--- config.mk ---
export PLATFORM = sky130hd
export DESIGN_NAME = mesh_router
export DESIGN_NICKNAME = d
export VERILOG_FILES = /design/src/rtl/mesh_pkg.sv /design/src/rtl/mesh_fifo.sv /design/src/rtl/mesh_xy_route.sv /design/src/rtl/mesh_rr_pick.sv /design/src/rtl/mesh_router.sv
export SDC_FILE = /design/constraint.sdc
export NUM_CORES = 1
export LEC_CHECK = 0
export BUFFER_PORTS_ARGS = -buffer_cell sky130_fd_sc_hd__buf_2
export CORE_UTILIZATION = 30
export DETAILED_ROUTE_END_ITERATION = 6
export PLACE_DENSITY_LB_ADDON = 0.05
export SLEW_MARGIN = 10
export SYNTH_ARGS = -nofsm -noshare
export SYNTH_HDL_FRONTEND = slang
export SYNTH_SLANG_ARGS = --single-unit
--- constraint.sdc ---
create_clock -name clk -period 6.35 [get_ports clk]
set_input_delay 0.635 -clock clk [delete_from_list [all_inputs] [get_ports clk]]
set_output_delay 0.635 -clock clk [all_outputs]
set_load 0.005 [all_outputs]
--- src/rtl/mesh_pkg.sv ---
package mesh_pkg;
    localparam int NPORT = 5;
    localparam int PW    = 3;

    typedef enum logic [PW-1:0] {
        P_LOCAL = 3'd0,
        P_NORTH = 3'd1,
        P_SOUTH = 3'd2,
        P_EAST  = 3'd3,
        P_WEST  = 3'd4
    } port_e;

    typedef enum logic [1:0] {
        FT_BODY   = 2'b00,
        FT_HEAD   = 2'b01,
        FT_TAIL   = 2'b10,
        FT_SINGLE = 2'b11
    } ftype_e;
endpackage

--- src/rtl/mesh_fifo.sv ---
module mesh_fifo #(
    parameter int W     = 16,
    parameter int DEPTH = 4
) (
    input  logic         clk,
    input  logic         rst_n,
    input  logic         in_valid,
    input  logic [W-1:0] in_data,
    output logic         in_ready,
    output logic         out_valid,
    output logic [W-1:0] out_data,
    input  logic         pop
);
    localparam int AW   = (DEPTH > 1) ? $clog2(DEPTH) : 1;
    localparam int CNTW = $clog2(DEPTH + 1);

    typedef struct packed {
        logic [AW-1:0]   wr;
        logic [AW-1:0]   rd;
        logic [CNTW-1:0] cnt;
    } fifo_st_t;

    fifo_st_t     st_d, st_q;
    logic [W-1:0] mem [DEPTH];
    logic         push;

    assign in_ready  = (st_q.cnt != CNTW'(DEPTH));
    assign out_valid = (st_q.cnt != '0);
    assign out_data  = mem[st_q.rd];
    assign push      = in_valid && in_ready;

    always_comb begin
        st_d = st_q;
        if (push) st_d.wr = (st_q.wr == AW'(DEPTH - 1)) ? '0 : st_q.wr + AW'(1);
        if (pop)  st_d.rd = (st_q.rd == AW'(DEPTH - 1)) ? '0 : st_q.rd + AW'(1);
        case ({push, pop})
            2'b10:   st_d.cnt = st_q.cnt + CNTW'(1);
            2'b01:   st_d.cnt = st_q.cnt - CNTW'(1);
            default: st_d.cnt = st_q.cnt;
        endcase
    end

    always_ff @(posedge clk) begin
        if (!rst_n) st_q <= '0;
        else        st_q <= st_d;
    end

    always_ff @(posedge clk) begin
        if (push) mem[st_q.wr] <= in_data;
    end

    // the switch never drains an empty queue
    p_no_underflow_r7: assert property (@(posedge clk) disable iff (!rst_n)
        pop |-> (st_q.cnt != '0));
endmodule

--- src/rtl/mesh_xy_route.sv ---
module mesh_xy_route import mesh_pkg::*; #(
    parameter int CW   = 2,
    parameter int MY_X = 1,
    parameter int MY_Y = 1
) (
    input  logic [CW-1:0] dst_x,
    input  logic [CW-1:0] dst_y,
    output logic [PW-1:0] port
);
    localparam logic [CW-1:0] HX = CW'(MY_X);
    localparam logic [CW-1:0] HY = CW'(MY_Y);

    always_comb begin
        if (dst_x > HX)      port = P_EAST;
        else if (dst_x < HX) port = P_WEST;
        else if (dst_y > HY) port = P_NORTH;
        else if (dst_y < HY) port = P_SOUTH;
        else                 port = P_LOCAL;
    end
endmodule

--- src/rtl/mesh_rr_pick.sv ---
module mesh_rr_pick #(
    parameter int N  = 5,
    parameter int IW = 3
) (
    input  logic [N-1:0]  req,
    input  logic [IW-1:0] ptr,
    output logic [IW-1:0] idx,
    output logic          any
);
    int j;

    always_comb begin
        idx = '0;
        any = 1'b0;
        j   = 0;
        for (int k = N - 1; k >= 0; k--) begin
            j = int'(ptr) + k;
            if (j >= N) j = j - N;
            if (req[j]) begin
                idx = IW'(j);
                any = 1'b1;
            end
        end
    end
endmodule

--- src/rtl/mesh_router.sv ---
module mesh_router import mesh_pkg::*; #(
    parameter int FLIT_W = 16,
    parameter int DEPTH  = 4,
    parameter int CW     = 2,
    parameter int MY_X   = 1,
    parameter int MY_Y   = 1
) (
    input  logic                    clk,
    input  logic                    rst_n,
    input  logic [NPORT-1:0]        in_valid,
    input  logic [NPORT*FLIT_W-1:0] in_flit,
    output logic [NPORT-1:0]        in_ready,
    output logic [NPORT-1:0]        out_valid,
    output logic [NPORT*FLIT_W-1:0] out_flit,
    input  logic [NPORT-1:0]        out_ready
);
    localparam int TL = FLIT_W - 2;
    localparam logic [CW-1:0] HX = CW'(MY_X);
    localparam logic [CW-1:0] HY = CW'(MY_Y);

    typedef struct packed {
        logic [NPORT-1:0]         busy;
        logic [NPORT-1:0][PW-1:0] route;
        logic [NPORT-1:0]         lock;
        logic [NPORT-1:0][PW-1:0] owner;
        logic [NPORT-1:0][PW-1:0] ptr;
    } rt_state_t;

    rt_state_t                    st_d, st_q;
    logic [NPORT-1:0]             fq_valid, pop, pick_any, ov, xfer;
    logic [NPORT-1:0][FLIT_W-1:0] fq_data;
    logic [NPORT-1:0][PW-1:0]     xy_port, cur_port, pick_idx, sel;
    logic [NPORT-1:0][NPORT-1:0]  req;

    for (genvar i = 0; i < NPORT; i++) begin : g_in
        mesh_fifo #(.W(FLIT_W), .DEPTH(DEPTH)) u_fifo (
            .clk      (clk),
            .rst_n    (rst_n),
            .in_valid (in_valid[i]),
            .in_data  (in_flit[i*FLIT_W +: FLIT_W]),
            .in_ready (in_ready[i]),
            .out_valid(fq_valid[i]),
            .out_data (fq_data[i]),
            .pop      (pop[i])
        );
        mesh_xy_route #(.CW(CW), .MY_X(MY_X), .MY_Y(MY_Y)) u_route (
            .dst_x(fq_data[i][2*CW-1:CW]),
            .dst_y(fq_data[i][CW-1:0]),
            .port (xy_port[i])
        );
        assign cur_port[i] = st_q.busy[i] ? st_q.route[i] : xy_port[i];
    end

    for (genvar o = 0; o < NPORT; o++) begin : g_out
        for (genvar i = 0; i < NPORT; i++) begin : g_req
            assign req[o][i] = fq_valid[i] && (cur_port[i] == PW'(o));
        end
        mesh_rr_pick #(.N(NPORT), .IW(PW)) u_arb (
            .req(req[o]),
            .ptr(st_q.ptr[o]),
            .idx(pick_idx[o]),
            .any(pick_any[o])
        );
        assign out_flit[o*FLIT_W +: FLIT_W] = fq_data[sel[o]];
    end

    assign out_valid = ov;

    always_comb begin
        logic closes;
        st_d = st_q;
        pop  = '0;
        for (int o = 0; o < NPORT; o++) begin
            sel[o]  = st_q.lock[o] ? st_q.owner[o] : pick_idx[o];
            ov[o]   = st_q.lock[o] ? fq_valid[sel[o]] : pick_any[o];
            xfer[o] = ov[o] && out_ready[o];
            closes  = fq_data[sel[o]][TL+1];
            if (!st_q.lock[o]) st_d.owner[o] = sel[o];
            st_d.lock[o] = (st_q.lock[o] || ov[o]) && !(xfer[o] && closes);
            if (xfer[o] && closes)
                st_d.ptr[o] = (sel[o] == PW'(NPORT - 1)) ? '0 : sel[o] + PW'(1);
            if (xfer[o]) pop[sel[o]] = 1'b1;
        end
        for (int i = 0; i < NPORT; i++) begin
            if (pop[i]) begin
                if (fq_data[i][TL+1:TL] == FT_HEAD) begin
                    st_d.busy[i]  = 1'b1;
                    st_d.route[i] = cur_port[i];
                end else if (fq_data[i][TL+1]) begin
                    st_d.busy[i]  = 1'b0;
                end
            end
        end
    end

    always_ff @(posedge clk) begin
        if (!rst_n) st_q <= '0;
        else        st_q <= st_d;
    end

    for (genvar o = 0; o < NPORT; o++) begin : g_chk_out
        // a stalled output holds its flit
        p_out_hold_r6: assert property (@(posedge clk) disable iff (!rst_n)
            ov[o] && !out_ready[o] |=> ov[o] && $stable(out_flit[o*FLIT_W +: FLIT_W]));
        // a held output stays with an input that still routes to it
        p_lock_route_r4: assert property (@(posedge clk) disable iff (!rst_n)
            st_q.lock[o] |-> (cur_port[st_q.owner[o]] == PW'(o)));
    end

    for (genvar i = 0; i < NPORT; i++) begin : g_chk_in
        logic [NPORT-1:0] hit;
        always_comb begin
            for (int o = 0; o < NPORT; o++) hit[o] = ov[o] && (sel[o] == PW'(i));
        end
        // one input feeds at most one output
        p_one_output_r4: assert property (@(posedge clk) disable iff (!rst_n)
            $countones(hit) <= 1);
    end

    // head flits leaving east or west lie on that side in X
    p_xy_east_r2: assert property (@(posedge clk) disable iff (!rst_n)
        ov[P_EAST] && out_flit[P_EAST*FLIT_W+TL] |->
        out_flit[P_EAST*FLIT_W+CW +: CW] > HX);
    p_xy_west_r2: assert property (@(posedge clk) disable iff (!rst_n)
        ov[P_WEST] && out_flit[P_WEST*FLIT_W+TL] |->
        out_flit[P_WEST*FLIT_W+CW +: CW] < HX);
    // head flits leaving local are addressed to this node
    p_xy_local_r3: assert property (@(posedge clk) disable iff (!rst_n)
        ov[P_LOCAL] && out_flit[TL] |->
        out_flit[CW +: CW] == HX && out_flit[0 +: CW] == HY);
endmodule

==> results.toml <==
[timing]
rsz0062_at_grt = "no"
min_period_ns = 6.05
maxSlewHeadroom_pct = 33.8
worst_pin_slew_ns = 0.994
skew_ns = 0.0337
fmax_mhz = 165
setup_viol = 0
hold_viol = 0
period_share_pct = 95.3
holdWs_ns = 0.228
drv_slew = 0

[drt]
wl_mm = 96.7
wl_met1_mm = 42.5
dr_wl_met3_mm = 4.54
first_pass_iters = 7
drc = 1
vias = 21000
top_layer = "met5"
wl_per_cell_um = 25.0
wl_met2_mm = 48.0
vias_per_cell = 5.44
drt-initial-drc-count = 1481
ant_nets = 0

[grt]
grt_use_total_pct = 22.1
grt_max_degree = 43
grt_antenna_before_repair = 6
grt_pass1_wl_mm = 143
grt-ovfl-total = 0
grt_pass1_vias = 21000

[setup_path]
setup.worst_path.start_class = "flop"
crit_type = "flop to flop"
crit_slowest_cell = "nor4_2"
cp_num_buf_inv = 4
arrival_ns = 6.58
crit_family = "simple AND/OR/NAND/NOR gates"
path_cells = "inv_1 -> ha_1 -> inv_1 -> ha_1 -> a21oi_1 -> xnor2_1 -> nand3_1 -> nor4_2 -> a311oi_1 -> o211ai_1 -> a32o_1 -> a31oi_1 -> buf_4 -> or4_1 -> o311a_1 -> nor3b_1 -> or3_1 -> ha_1 -> inv_1 -> fa_1 -> xor2_1 -> or3_1 -> a21oi_1"
crit_fanout = 7
cpPeakStageDelay_ns = 0.70
worst_setup_path_end_kind = "flop"
required_ns = 6.88

[logic_synthesis]
synthCells = 2441
yosysSeqAreaShare_pct = 44.9
synth_ff_type = "edfxtp_1"
async_reset_ff_share_pct = 0
synth_cell_types = 91
avgSynthCellArea_um2 = 10.6
synth-seq-cells = 420
syn_nets = 2632
synth_edf_count = 320
yosys_warnings = 0
mappedNetlistArea_um2 = 25900

[cells_and_area]
utilization_pct = 36.1
final_nets = 2868
drive_gt1_share_pct = 21.3
finalInstanceArea_um2 = 30800
area_growth_pct = 18.9
finalNonFillerCells = 3865
fillers = 8543

[pwr]
p_per_area_nw_per_um2 = 632
irDropWorstVdd_uv = 490
p_leak_nw = 11.5

[run_status]
violations = "DRC"
status = "finished with violations"

[floorplanning]
core_um2 = 85300
ios = 182
die_area_um2 = 87400
die_h_um = 296
num_rows = 107
die_x_um = 296
start_util_pct = 30.3

[clock_tree]
cts_tree = "yes"
htree_levels = 2
cts_hold_buf = 0
insertion_delay_ns = 0.62
clk_pin_slew_worst_paths_ns = 0.06
ctsRootBufferMaster = "clkbuf_16"
cts_buffer_depth = 3
clock_sinks = 420
cts_buffers = 51

[place]
dp.cells = 3765
placed_cell_area_um2 = 28700
gp_congestion = 0.904
dp_hpwl_mm = 75.7
port-buffer-count = 181

[worst_hold_path]
hold_class = "input pin to flop"

[run]
maxCapViolCount = 0
## repair_timing
item,in CTS,in global routing
pin swaps,0,3
endpoints found under the setup margin,20,64
gates resized for setup,7,36
buffers inserted,0,3
endpoints found under the hold margin,0,0
## layer usage
layer	global-route usage (%)	vias to the layer above
met2	38.4	581
li1	-	9799
met1	29.2	10500
met3	3.16	90
met4	4.33	8
met5	0	-
## power breakdown
part / leakage, nW / internal (mW) / switching (mW) / total, mW
registers: 3.75 / 3.30 / 0.251 / 3.55
logic: 6.84 / 4.73 / 8.01 / 12.7
clock network: 0.878 / 1.92 / 1.25 / 3.17
## cells in the final DEF, fill, tap and decap left out, drive strengths merged, types with 63 or more instances in the layout
master / instances
a21oi: 97
buf: 324
clkbuf: 63
dfxtp: 100
edfxtp: 320
ha: 89
inv: 91
mux2i: 216
mux4: 81
nand2: 223
nand3: 95
nor2: 190
nor3: 67
o21ai: 122
## logic make-up after synthesis
group | synth area share (%)
AOI/OAI and AO/OA | 13.0
adders and majority gates | 5.08
buffers and inverters | 3.63
muxes | 16.0
xor gates and xnor gates | 1.32
DFF | 44.9
and+or+nand+nor | 16.1
## sequential cells by signal, indices dropped and copies added (netlist names), named ones only
signal and flops:
g_in.u_fifo.st_q 35, g_in.u_fifo.mem 320, st_q 55
## cell type report
cell class / instances / area (µm²) / area share, %
diodes: 1 / 2.50 / 0.00813
clock buffers: 63 / 1330 / 4.33
clock inverters: 33 / 500 / 1.63
inverters: 89 / 342 / 1.11
multi-input cells: 1791 / 13500 / 44.0
flip-flops and latches: 420 / 11600 / 37.8
well taps: 1144 / 1430 / 4.65
repair buffers: 324 / 2010 / 6.53
## cells in the mapped netlist (19+ instances only)
| cell type | number | area (µm²) |
|---|---|---|
| nor2_1 | 190 | 713 |
| o22ai_1 | 45 | 282 |
| mux4_2 | 81 | 1820 |
| a21oi_1 | 97 | 485 |
| a31oi_1 | 31 | 194 |
| nor3_1 | 65 | 325 |
| edfxtp_1 | 320 | 9610 |
| nor4_1 | 29 | 181 |
| nand2_1 | 223 | 837 |
| nand4_1 | 21 | 131 |
| mux2i_1 | 216 | 2160 |
| nand3_1 | 95 | 475 |
| o21ai_0 | 118 | 591 |
| a32o_1 | 25 | 250 |
| or2_2 | 19 | 119 |
| buf_1 | 22 | 82.6 |
| nor2b_1 | 23 | 144 |
| xnor2_1 | 28 | 245 |
| and2_1 | 19 | 119 |
| dfxtp_1 | 100 | 2000 |
| ha_1 | 89 | 1110 |
| a211oi_1 | 26 | 195 |
| clkbuf_1 | 91 | 342 |
| or3_1 | 31 | 194 |
| nand2b_1 | 23 | 144 |
| inv_1 | 84 | 315 |
| and3_1 | 37 | 231 |
## worst register-to-register path, cell delays in order, from the launching register on
cell and delay [ns]:
dfxtp_1 0.31, inv_1 0.19, ha_1 0.29, inv_1 0.07, ha_1 0.21, a21oi_1 0.24, xnor2_1 0.36, nand3_1 0.39
nor4_2 0.70, a311oi_1 0.17, o211ai_1 0.13, a32o_1 0.19, a31oi_1 0.05, buf_4 0.19, or4_1 0.46, o311a_1 0.23
nor3b_1 0.27, or3_1 0.31, ha_1 0.22, inv_1 0.05, fa_1 0.37, xor2_1 0.16, or3_1 0.30, a21oi_1 0.13
## metrics by stage
stage               TNS [ns]  setup slack (ns)  power (mW)
floorplan                  0             0.762        10.8
global placement      -0.504            -0.212        16.1
detailed placement    -0.259            -0.142        16.1
CTS                        0            0.0387        19.3
global route               0           0.00881        20.7
finish                     0             0.299        19.5
## worst paths after layout
| kind | start | endpoint | slack, ns | cells after the start |
|---|---|---|---|---|
| hold / removal | in_flit[37] | g_in[2].u_fifo.mem[0][5]$_DFFE_PP_ | 0.23 | 1 |
| hold reg to reg | st_q[36]$_SDFFE_PN0P_ | st_q[36]$_SDFFE_PN0P_ | 0.46 | 2 |
| setup reg to reg | st_q[13]$_SDFFE_PN0P_ | g_in[4].u_fifo.st_q[2]$_SDFFE_PN0P_ | 0.30 | 23 |
| setup / recovery | st_q[13]$_SDFFE_PN0P_ | g_in[4].u_fifo.st_q[2]$_SDFFE_PN0P_ | 0.30 | 23 |
(Power assumes the default switching activity.)
